File: src/rtl/cpwm_pkg.sv
package cpwm_pkg;
    typedef enum logic {
        TB_RISE = 1'b0,
        TB_FALL = 1'b1
    } tb_dir_e;

    localparam int unsigned MIN_PRD = 2;
endpackage

File: src/rtl/cpwm_timebase.sv
module cpwm_timebase
    import cpwm_pkg::*;
#(
    parameter int unsigned CW      = 16,
    parameter int unsigned PRD_RST = 1000
) (
    input  logic          clk,
    input  logic          rst_n,
    input  logic          prd_wr,
    input  logic [CW-1:0] prd_wdata,
    input  logic          phase_en,
    input  logic [CW-1:0] phase_val,
    input  logic          sync_in,
    output logic [CW-1:0] cnt,
    output logic [CW-1:0] prd_act,
    output tb_dir_e       state,
    output logic          at_zero,
    output logic          sync_out
);
    localparam logic [CW-1:0] PRD_INIT = CW'(PRD_RST);
    localparam logic [CW-1:0] PRD_MIN  = CW'(MIN_PRD);
    localparam logic [CW-1:0] ONE      = CW'(1);

    logic [CW-1:0] prd_sh;
    logic [CW-1:0] cnt_nx;
    logic [CW:0]   cnt_inc;
    tb_dir_e       state_nx;
    logic          phase_hit;

    assign at_zero   = (cnt == '0);
    assign phase_hit = phase_en & sync_in;
    assign cnt_inc   = {1'b0, cnt} + (CW+1)'(1);

    // next-state and next-count logic
    always_comb begin
        cnt_nx   = cnt;
        state_nx = state;
        if (phase_hit) begin
            if (phase_val >= prd_act) begin
                cnt_nx   = prd_act;
                state_nx = TB_FALL;
            end else begin
                cnt_nx   = phase_val;
                state_nx = TB_RISE;
            end
        end else begin
            unique case (state)
                TB_RISE: begin
                    cnt_nx = cnt_inc[CW-1:0];
                    if (cnt_inc >= {1'b0, prd_act}) state_nx = TB_FALL;
                end
                TB_FALL: begin
                    cnt_nx = cnt - ONE;
                    if (cnt <= ONE) state_nx = TB_RISE;
                end
                default: begin
                    cnt_nx   = '0;
                    state_nx = TB_RISE;
                end
            endcase
        end
    end

    // state register
    always_ff @(posedge clk or negedge rst_n) begin
        if (!rst_n) begin
            state <= TB_RISE;
            cnt   <= '0;
        end else begin
            state <= state_nx;
            cnt   <= cnt_nx;
        end
    end

    // period holding and active registers
    always_ff @(posedge clk or negedge rst_n) begin
        if (!rst_n) begin
            prd_sh  <= PRD_INIT;
            prd_act <= PRD_INIT;
        end else begin
            if (prd_wr) prd_sh <= prd_wdata;
            if (at_zero) prd_act <= (prd_sh < PRD_MIN) ? PRD_MIN : prd_sh;
        end
    end

    // outputs
    always_comb begin
        if (phase_en) sync_out = sync_in;
        else          sync_out = (state == TB_FALL) && (cnt == ONE);
    end

    a_r1_count_bounded: assert property (@(posedge clk) disable iff (!rst_n)
        cnt <= prd_act);

    a_r1_fall_steps_down: assert property (@(posedge clk) disable iff (!rst_n)
        (!phase_hit && state == TB_FALL) |=> (cnt == $past(cnt) - ONE));

    a_r5_period_holds: assert property (@(posedge clk) disable iff (!rst_n)
        (cnt != '0) |=> $stable(prd_act));
endmodule

File: src/rtl/cpwm_compare.sv
module cpwm_compare
    import cpwm_pkg::*;
#(
    parameter int unsigned CW        = 16,
    parameter bit          SET_ON_UP = 1'b1
) (
    input  logic          clk,
    input  logic          rst_n,
    input  logic          wr,
    input  logic [CW-1:0] wdata,
    input  logic          at_zero,
    input  logic [CW-1:0] cnt,
    input  logic [CW-1:0] prd_act,
    input  tb_dir_e       dir,
    output logic          wave
);
    localparam logic UP_LVL   = SET_ON_UP;
    localparam logic ZERO_LVL = !SET_ON_UP;

    logic [CW-1:0] cmp_sh;
    logic [CW-1:0] cmp_act;
    logic          wave_nx;

    always_comb begin
        wave_nx = wave;
        if (cmp_act == '0)          wave_nx = ZERO_LVL;
        else if (cmp_act >= prd_act) wave_nx = UP_LVL;
        else if (cnt == cmp_act)     wave_nx = (dir == TB_RISE) ? UP_LVL : !UP_LVL;
    end

    always_ff @(posedge clk or negedge rst_n) begin
        if (!rst_n) begin
            cmp_sh  <= '0;
            cmp_act <= '0;
            wave    <= 1'b0;
        end else begin
            if (wr) cmp_sh <= wdata;
            if (at_zero) cmp_act <= cmp_sh;
            wave <= wave_nx;
        end
    end

    a_r5_compare_holds: assert property (@(posedge clk) disable iff (!rst_n)
        (cnt != '0) |=> $stable(cmp_act));
endmodule

File: src/rtl/cpwm_edge_delay.sv
module cpwm_edge_delay #(
    parameter int unsigned DW             = 8,
    parameter bit          ACTIVE_ON_HIGH = 1'b1
) (
    input  logic          clk,
    input  logic          rst_n,
    input  logic          din,
    input  logic [DW-1:0] dly,
    output logic          dout
);
    logic          lvl;
    logic [DW-1:0] run;

    assign lvl = ACTIVE_ON_HIGH ? din : !din;

    // cycles the selected level has been present, saturating
    always_ff @(posedge clk or negedge rst_n) begin
        if (!rst_n)          run <= '0;
        else if (!lvl)       run <= '0;
        else if (run != '1)  run <= run + DW'(1);
    end

    assign dout = lvl && (run >= dly);
endmodule

File: src/rtl/cpwm_evtscale.sv
module cpwm_evtscale (
    input  logic       clk,
    input  logic       rst_n,
    input  logic       at_zero,
    input  logic [1:0] int_prd,
    input  logic       int_clr,
    output logic       int_flag,
    output logic [1:0] evt_cnt
);
    logic       set_now;
    logic [2:0] evt_inc;

    assign evt_inc = {1'b0, evt_cnt} + 3'd1;
    assign set_now = (int_prd != 2'd0) && at_zero && (evt_inc >= {1'b0, int_prd});

    always_ff @(posedge clk or negedge rst_n) begin
        if (!rst_n) begin
            evt_cnt  <= 2'd0;
            int_flag <= 1'b0;
        end else begin
            if (int_prd == 2'd0)  evt_cnt <= 2'd0;
            else if (set_now)     evt_cnt <= 2'd0;
            else if (at_zero)     evt_cnt <= evt_inc[1:0];
            if (set_now)          int_flag <= 1'b1;
            else if (int_clr)     int_flag <= 1'b0;
        end
    end

    a_r12_flag_sticky: assert property (@(posedge clk) disable iff (!rst_n)
        (int_flag && !int_clr) |=> int_flag);

    a_r11_idle_when_off: assert property (@(posedge clk) disable iff (!rst_n)
        (int_prd == 2'd0) |=> (evt_cnt == 2'd0));
endmodule

File: src/rtl/cpwm_channel.sv
module cpwm_channel
    import cpwm_pkg::*;
#(
    parameter int unsigned CW      = 16,
    parameter int unsigned DW      = 8,
    parameter int unsigned PRD_RST = 1000
) (
    input  logic          clk,
    input  logic          rst_n,
    input  logic          prd_wr,
    input  logic [CW-1:0] prd_wdata,
    input  logic          cmpa_wr,
    input  logic [CW-1:0] cmpa_wdata,
    input  logic          cmpb_wr,
    input  logic [CW-1:0] cmpb_wdata,
    input  logic [DW-1:0] rise_dly,
    input  logic [DW-1:0] fall_dly,
    input  logic          phase_en,
    input  logic [CW-1:0] phase_val,
    input  logic          sync_in,
    input  logic [1:0]    int_prd,
    input  logic          int_clr,
    output logic [CW-1:0] count,
    output logic          dir_up,
    output logic          raw_b,
    output logic          pwm_hi,
    output logic          pwm_lo,
    output logic          sync_out,
    output logic          int_flag,
    output logic [1:0]    evt_cnt
);
    localparam int unsigned NCMP = 2;

    logic [CW-1:0] prd_act;
    tb_dir_e       state;
    logic          at_zero;
    logic          raw_a;

    logic [NCMP-1:0] cmp_wr_v;
    logic [CW-1:0]   cmp_wd_v [NCMP];
    logic [NCMP-1:0] wave_v;
    logic [DW-1:0]   dly_v    [NCMP];
    logic [NCMP-1:0] db_v;

    cpwm_timebase #(.CW(CW), .PRD_RST(PRD_RST)) u_tb (
        .clk       (clk),
        .rst_n     (rst_n),
        .prd_wr    (prd_wr),
        .prd_wdata (prd_wdata),
        .phase_en  (phase_en),
        .phase_val (phase_val),
        .sync_in   (sync_in),
        .cnt       (count),
        .prd_act   (prd_act),
        .state     (state),
        .at_zero   (at_zero),
        .sync_out  (sync_out)
    );

    assign dir_up      = (state == TB_RISE);
    assign cmp_wr_v    = {cmpb_wr, cmpa_wr};
    assign cmp_wd_v[0] = cmpa_wdata;
    assign cmp_wd_v[1] = cmpb_wdata;
    assign dly_v[0]    = rise_dly;
    assign dly_v[1]    = fall_dly;

    for (genvar g = 0; g < NCMP; g++) begin : g_cmp
        cpwm_compare #(.CW(CW), .SET_ON_UP(g == 0)) u_cmp (
            .clk     (clk),
            .rst_n   (rst_n),
            .wr      (cmp_wr_v[g]),
            .wdata   (cmp_wd_v[g]),
            .at_zero (at_zero),
            .cnt     (count),
            .prd_act (prd_act),
            .dir     (state),
            .wave    (wave_v[g])
        );
    end

    assign raw_a = wave_v[0];
    assign raw_b = wave_v[1];

    for (genvar g = 0; g < NCMP; g++) begin : g_db
        cpwm_edge_delay #(.DW(DW), .ACTIVE_ON_HIGH(g == 0)) u_db (
            .clk   (clk),
            .rst_n (rst_n),
            .din   (raw_a),
            .dly   (dly_v[g]),
            .dout  (db_v[g])
        );
    end

    assign pwm_hi = db_v[0];
    assign pwm_lo = db_v[1];

    cpwm_evtscale u_evt (
        .clk      (clk),
        .rst_n    (rst_n),
        .at_zero  (at_zero),
        .int_prd  (int_prd),
        .int_clr  (int_clr),
        .int_flag (int_flag),
        .evt_cnt  (evt_cnt)
    );

    a_r6_pair_exclusive: assert property (@(posedge clk) disable iff (!rst_n)
        !(pwm_hi && pwm_lo));

    a_r8_hi_inside_raw: assert property (@(posedge clk) disable iff (!rst_n)
        pwm_hi |-> raw_a);

    a_r7_lo_inside_gap: assert property (@(posedge clk) disable iff (!rst_n)
        pwm_lo |-> !raw_a);

    a_r9_master_sync_zero: assert property (@(posedge clk) disable iff (!rst_n)
        (!phase_en && sync_out) |=> (count == '0));

    a_r10_phase_load: assert property (@(posedge clk) disable iff (!rst_n)
        (phase_en && sync_in && phase_val < prd_act) |=> (count == $past(phase_val)));
endmodule

File: config.mk
export PLATFORM = sky130hd
export DESIGN_NAME = cpwm_channel
export DESIGN_NICKNAME = d
export VERILOG_FILES = /design/src/rtl/cpwm_pkg.sv /design/src/rtl/cpwm_timebase.sv /design/src/rtl/cpwm_compare.sv /design/src/rtl/cpwm_edge_delay.sv /design/src/rtl/cpwm_evtscale.sv /design/src/rtl/cpwm_channel.sv
export SDC_FILE = /design/constraint.sdc
export NUM_CORES = 1
export LEC_CHECK = 0
export BUFFER_PORTS_ARGS = -buffer_cell sky130_fd_sc_hd__buf_2
export CORE_UTILIZATION = 43
export CTS_CLUSTER_SIZE = 30
export DETAILED_ROUTE_END_ITERATION = 12
export GPL_ROUTABILITY_DRIVEN = 0
export HOLD_SLACK_MARGIN = 0.06
export SLEW_MARGIN = 20
export SYNTH_ARGS = -nofsm -noshare
export SYNTH_HDL_FRONTEND = slang
export SYNTH_SLANG_ARGS = --single-unit
File: constraint.sdc
create_clock -name clk -period 6.6 [get_ports clk]
set_clock_uncertainty 0.2 [all_clocks]
set_input_delay 0 -clock clk [delete_from_list [all_inputs] [get_ports clk]]
set_output_delay 0 -clock clk [all_outputs]
set_load 0.02 [all_outputs]
After elaboration in Yosys (flattened, before gate mapping)

Index checks and enable logic that the tools add are counted.

$add $sub $neg: 5
Order comparisons: 9
Eq/ne operators: 6
Muxes and demuxes: 27
Bitwise operators: 2
Reduce and logical (&&, ||, !) cells: 16

Operators with widths:

| operator                                                                          | number |
|---|---|
| 16-bit >= comparator                                                              | 3 |
| 16-bit zero test                                                                  | 3 |
| 16-bit two-way mux                                                                | 3 |
| 16-bit == test                                                                    | 2 |
| 8-bit two-way mux                                                                 | 4 |
| 16-bit case mux with 2 select lines                                               | 1 |
| 16-bit by 1-bit adder with 17-bit output, second input constant                   | 1 |
| 17-bit by 16-bit >= comparator with 1-bit output                                  | 1 |
| 8-bit by 1-bit adder with 8-bit output, second input constant                     | 2 |
| 16-bit by 1-bit == test with 1-bit output, second input constant                  | 1 |
| 8-bit >= comparator                                                               | 2 |
| 16-bit by 1-bit less-or-equal comparator with 1-bit output, second input constant | 1 |
| 16-bit by 2-bit less-than comparator with 1-bit output, second input constant     | 1 |
| 8-bit != test, second input constant                                              | 2 |
| 16-bit by 1-bit subtractor with 16-bit output, second input constant              | 1 |
| 1-bit two-way mux                                                                 | 15 |
| 3-bit nonzero test                                                                | 3 |
| 2-bit two-way mux                                                                 | 3 |
| 2-bit nonzero test                                                                | 3 |
| 1-bit logical AND                                                                 | 5 |
| 2-bit by 1-bit adder with 3-bit output, second input constant                     | 1 |
| 3-bit by 2-bit >= comparator with 1-bit output                                    | 1 |
| 2-bit zero test                                                                   | 1 |
| 2-bit by 1-bit != test with 1-bit output, second input constant                   | 1 |
| 4 further kinds                                                                   | 4 |

Flip-flop bits (word level): 134
Bits of input ports: 90
Output and inout bits: 24
Logic and storage cells: 79

Depth between registers and ports, before layout

Depth in word-level cells: 5
Mapped depth: 12
Mapped depth without buffers: 12

Hierarchy

From an unflattened synthesis, not the netlist that was laid out.

Cells, all modules: 842
Area, all modules: 8,757.1 um^2

By module, submodules not included:

| module                          | times used | cells each | area each (um^2) | sequential area each (um^2) |
|---|---|---|---|---|
| cpwm_timebase                   | 1          | 382        | 3,664.8          | 1,241.2 |
| cpwm_compare at g_cmp[0].u_cmp  | 1          | 154        | 1,843.0          | 825.8 |
| cpwm_compare at g_cmp[1].u_cmp  | 1          | 153        | 1,840.5          | 825.8 |
| cpwm_edge_delay at g_db[1].u_db | 1          | 64         | 594.3            | 200.2 |
| cpwm_edge_delay at g_db[0].u_db | 1          | 69         | 591.8            | 200.2 |
| cpwm_evtscale                   | 1          | 19         | 219.0            | 75.1 |
| cpwm_channel                    | 1          | 1          | 3.8              | 0.0 |

Least setup slack after synthesis

No wires, ideal clock.

Path type: register to register
Start: register u_tb.cnt[0]
End: register u_tb.state
Library setup time: 0.125 ns
Arrival time: 2.549 ns
Data required time: 6.275 ns
Setup slack: 3.726 ns
Cell stages (with the launch flop): 13
Buffers on the path: 0
Period minus slack after synthesis: 2.874 ns
Cell sequence: dfrtp_1 ha_1 nand3_1 nor2_1 nand2_1 xnor2_1 ha_1 a21oi_1 o21a_1 nor2_1 a211o_1 a41oi_1 a21oi_1

Cells in the longest elaborated chain, start to end: 5
Elaborated cells between the ends (all ways): 7
Those cells by class: 1 x add/sub; 2 x order compare; 4 x mux

RTL lines:

| what                                             | RTL line            | RTL |
|---|---|---|
| start: declaration                               | cpwm_timebase.sv:14 | `output logic [CW-1:0] cnt,` |
| start signal: assignment                         | cpwm_timebase.sv:71 | `cnt <= cnt_nx;` |
| 16-bit by 1-bit adder with 17-bit output         | cpwm_timebase.sv:32 | `assign cnt_inc = {1'b0, cnt} + (CW+1)'(1);` |
| 17-bit by 16-bit >= comparator with 1-bit output | cpwm_timebase.sv:50 | `if (cnt_inc >= {1'b0, prd_act}) state_nx = TB_FALL;` |
| 1-bit two-way mux                                | cpwm_timebase.sv:50 |  |
| 1-bit case mux with 2 select lines *             | cpwm_timebase.sv:47 | `unique case (state)` |
| 1-bit two-way mux *                              | cpwm_timebase.sv:38 | `if (phase_hit) begin` |
| via u_tb.state_nx                                | cpwm_timebase.sv:27 | `tb_dir_e state_nx;` |
| end signal: assignment                           | cpwm_timebase.sv:70 | `state <= state_nx;` |
| end: declaration                                 | cpwm_timebase.sv:16 | `output tb_dir_e state,` |

The timed path passes the listed nets; every way through them passes the cells marked *.
A chain may end at the register's enable or synchronous reset.

Final worst setup path

Ends and elaborated chain as after synthesis.

==> metrics.md <==
| Metric | Value |
|---|---|
| Pleak | `5.242 nW` |
| RSZ-0062 raised after global routing | `no` |
| Synth Area per Inst | `9.640 um^2` |
| FP Rows | `50` |
| Slew at the pin with the worst max-slew slack | `1079 ps` |
| Num CTS Buffers | `17` |
| Multiplexer share of the synthesized area | `8.648%` |
| Post-synth ARST share | `100.0%` |
| Crit path buf inv count | `1` |
| Syn nets | `1041` |
| Crit-path cells | `ha_1 -> nand3_1 -> nor2_1 -> nand2_1 -> xnor2_1 -> ha_1 -> a21oi_1 -> o21a_1 -> nor2_1 -> a211o_1 -> a41oi_1 -> a21oi_1 -> dlygate4sd3_1` |
| Die area | `0.01991 mm^2` |
| Worst path slowest cell | `dlygate4sd3_1` |
| Hold_buf cts | `125` |
| Postcts setup bufs | `0` |
| Crit path largest cell delay | `560 ps` |
| Vias in the first global route | `7101` |
| Synthesized cell area | `0.008319 mm^2` |
| Main combinational cell family by area after synthesis | `simple AND/OR/NAND/NOR gates` |
| Simple-gate portion of the synthesized area | `16.30%` |
| Clock share of power | `25.6%` |
| Final core occ | `58.07%` |
| PortBufs | `113` |
| ANT cells | `0` |
| Clock Latency Late Sink | `430 ps` |
| DRT Pass-1 Iters | `5` |
| Critical Path End Type | `flip-flop` |
| Power Internal | `0.002310 W` |
| Post-Synth XOR/XNOR Area | `6.948%` |
| Fin nets | `1261` |
| Most frequent cells in the layout | `nand2_1, dlygate4sd3_1, dfrtp_1, buf_2, ha_1` |
| Final hold vios | `0` |
| Initial core utilization | `44.18%` |
| Sink Count | `134` |
| HP Class | `primary input to flip-flop` |
| Status | `complete, no violations` |
| Clock buffer depth | `2` |
| CTS tree | `yes` |
| Cells after Synth | `863` |
| Power per cell area | `350.0 mW/mm^2` |
| WL final | `23.59 mm` |
| Ys flop type | `dfrtp_1` |
| Distinct cells, synth | `55` |
| Placement Cell Area | `0.009061 mm^2` |
| Sequential share of power | `36.0%` |
| Most common cell after layout, fill and taps aside | `nand2_1` |
| Share of layout cells above drive strength 1 | `19.53%` |
| Crit start category | `flip-flop` |
| # H-tree levels | `4` |
| Max-cap violations | `0` |
| Root buffer cell | `clkbuf_16` |
| CP top delay family | `compound AO/OA/AOI/OAI gates` |
| Peak Freq | `0.2678 GHz` |
| Core Box Area | `0.01883 mm^2` |
| Setup TNS Final | `0 ps` |
| DR iter-0 viols | `485` |
| Number of synthesized flops with an enable pin | `0` |
| Largest net degree at the start of global routing | `76` |
| Grt total ovfl | `0` |
| Worst Path Required | `6710 ps` |
| Crit share post-route | `56.58%` |
| Post-synthesis compound-gate area fraction | `9.926%` |
| Worst vdd ir | `204.0 uV` |
| Width of the die | `141.1 um` |
| Final Max Tran Viols | `0` |
| Fin area | `0.01093 mm^2` |
| Switching power | `0.001518 W` |
| Sw Share | `39.65%` |
| Routed vias | `7225` |
| I/O pin count | `114` |
| Slew HR | `27.90%` |
| Routed len/inst | `17.39 um` |
| Synthesis-stage register bit count | `134` |
| Cells resized by post-CTS repair | `0` |
| Hpwl dp | `16.07 mm` |
| CTS clock-pin slew for the worst setup and hold paths | `60 ps` |
| Hold_ws | `245.9 ps` |
| Post-DRT Antenna Nets | `0` |
| Register area share after synthesis | `40.49%` |
| Antenna violations before repair | `0` |
| # setup viols final | `0` |
| First-pass GRT wire length | `38.18 mm` |
| Crit path time final | `3734 ps` |
| Fraction of the mapped netlist area in adder cells | `13.33%` |
| Via density | `5.328` |
| Critical path class | `flip-flop to flip-flop` |
| Layout area overhead | `31.43%` |
| Total track usage | `25.00%` |
| Yosys warning total | `0` |
| Comb power frac | `38.3%` |
| DRC Markers | `0` |
| Worst Path Arrival | `3850 ps` |
| Die Ht | `141.1 um` |
| Critical path fanouts, max | `10` |
-- per-layer routing --
metal	wire length, um	track usage, %
met1	10990	35.02
met2	10810	38.87
met3	1349	4.891
met4	437	7.838
met5	0	0
-- flip-flops by register name (all words and copies together), names as in the netlist --
register	cells
g_cmp.u_cmp.cmp_act	32
g_cmp.u_cmp.cmp_sh	32
g_db.u_db.run	16
u_tb.cnt	16
u_tb.prd_act	16
u_tb.prd_sh	16
g_cmp.u_cmp.wave	2
u_evt.evt_cnt	2
u_evt.int_flag	1
u_tb.state	1
-- synthesized netlist by cell type, drive strengths merged (12+ instances only) --
cell type | count | area [um^2]
nand2 | 148 | 555.5
dfrtp | 122 | 3053
ha | 87 | 1089
o21ai | 55 | 275.3
inv | 47 | 176.4
mux2 | 47 | 529.3
xnor2 | 35 | 306.5
xor2 | 31 | 271.5
a21oi | 30 | 150.1
nor2 | 27 | 101.4
clkbuf | 23 | 86.33
mux2i | 19 | 190.2
nor4 | 19 | 125.1
buf | 17 | 100.1
nand3 | 17 | 85.08
nand4 | 17 | 106.4
nor3 | 13 | 70.07
dfstp | 12 | 315.3
-- stage by stage --
step           setup WS [ps]  total power [W]  cells
3_5_place_dp            3455         0.002752   1199
4_1_cts                 2894         0.003825   1356
5_1_grt                 2596         0.004102   1356
2_1_floorplan           3726         0.002306    863
6_report                2866         0.003827   1356
3_3_place_gp            3506         0.002733   1199
-- kinds of logic after synthesis --
group,Yosys count
AOI/OAI and AO/OA,137
xor gates and xnor gates,66
adders and majority gates,88
buffers and inverters,87
DFF,134
muxes,66
and+or+nand+nor,285
-- power by group through the flow --
stage | Sequential (W) | Clock, W | Combinational (W)
2_1_floorplan | 0.00121 | 0 | 0.00110
3_3_place_gp | 0.00138 | 0 | 0.00135
3_5_place_dp | 0.00138 | 0 | 0.00137
4_1_cts | 0.00137 | 0.000995 | 0.00146
5_1_grt | 0.00141 | 0.00104 | 0.00166
6_report | 0.00138 | 0.000982 | 0.00147
-- path summary, 6_finish.rpt --
check                                          from                         to  slack [ps]  depth (start not counted)
min in group asynchronous                     rst_n            u_tb.prd_act[3]         480                          3
min reg2reg                g_cmp[0].u_cmp.cmp_sh[7]  g_cmp[0].u_cmp.cmp_act[7]         280                          2
max                                     u_tb.cnt[0]                 u_tb.state        2870                         13
max reg2reg                             u_tb.cnt[0]                 u_tb.state        2870                         13
max in group asynchronous                     rst_n  g_cmp[0].u_cmp.cmp_act[2]        4780                          4
min                                   phase_val[10]               u_tb.cnt[10]         250                          4
-- final cells by class --
type                            count  area, um^2
Inverter                           47       176.4
Clock inverter                     14       175.2
Sequential cell                   134        3368
Fill cell                        1670        7896
Multi-Input combinational cell    642        4597
Tap cell                          260       325.3
Clock buffer                       18       429.2
Timing Repair Buffer              241        1863
-- worst reg2reg max path: stages, from the launching register on --
cell and delay [ps]:
dfrtp_1 540, ha_1 340, nand3_1 170, nor2_1 390
nand2_1 120, xnor2_1 170, ha_1 310, a21oi_1 140
o21a_1 140, nor2_1 40, a211o_1 230, a41oi_1 220
a21oi_1 60, dlygate4sd3_1 560
No activity file was read; power rests on OpenSTA's default activity.
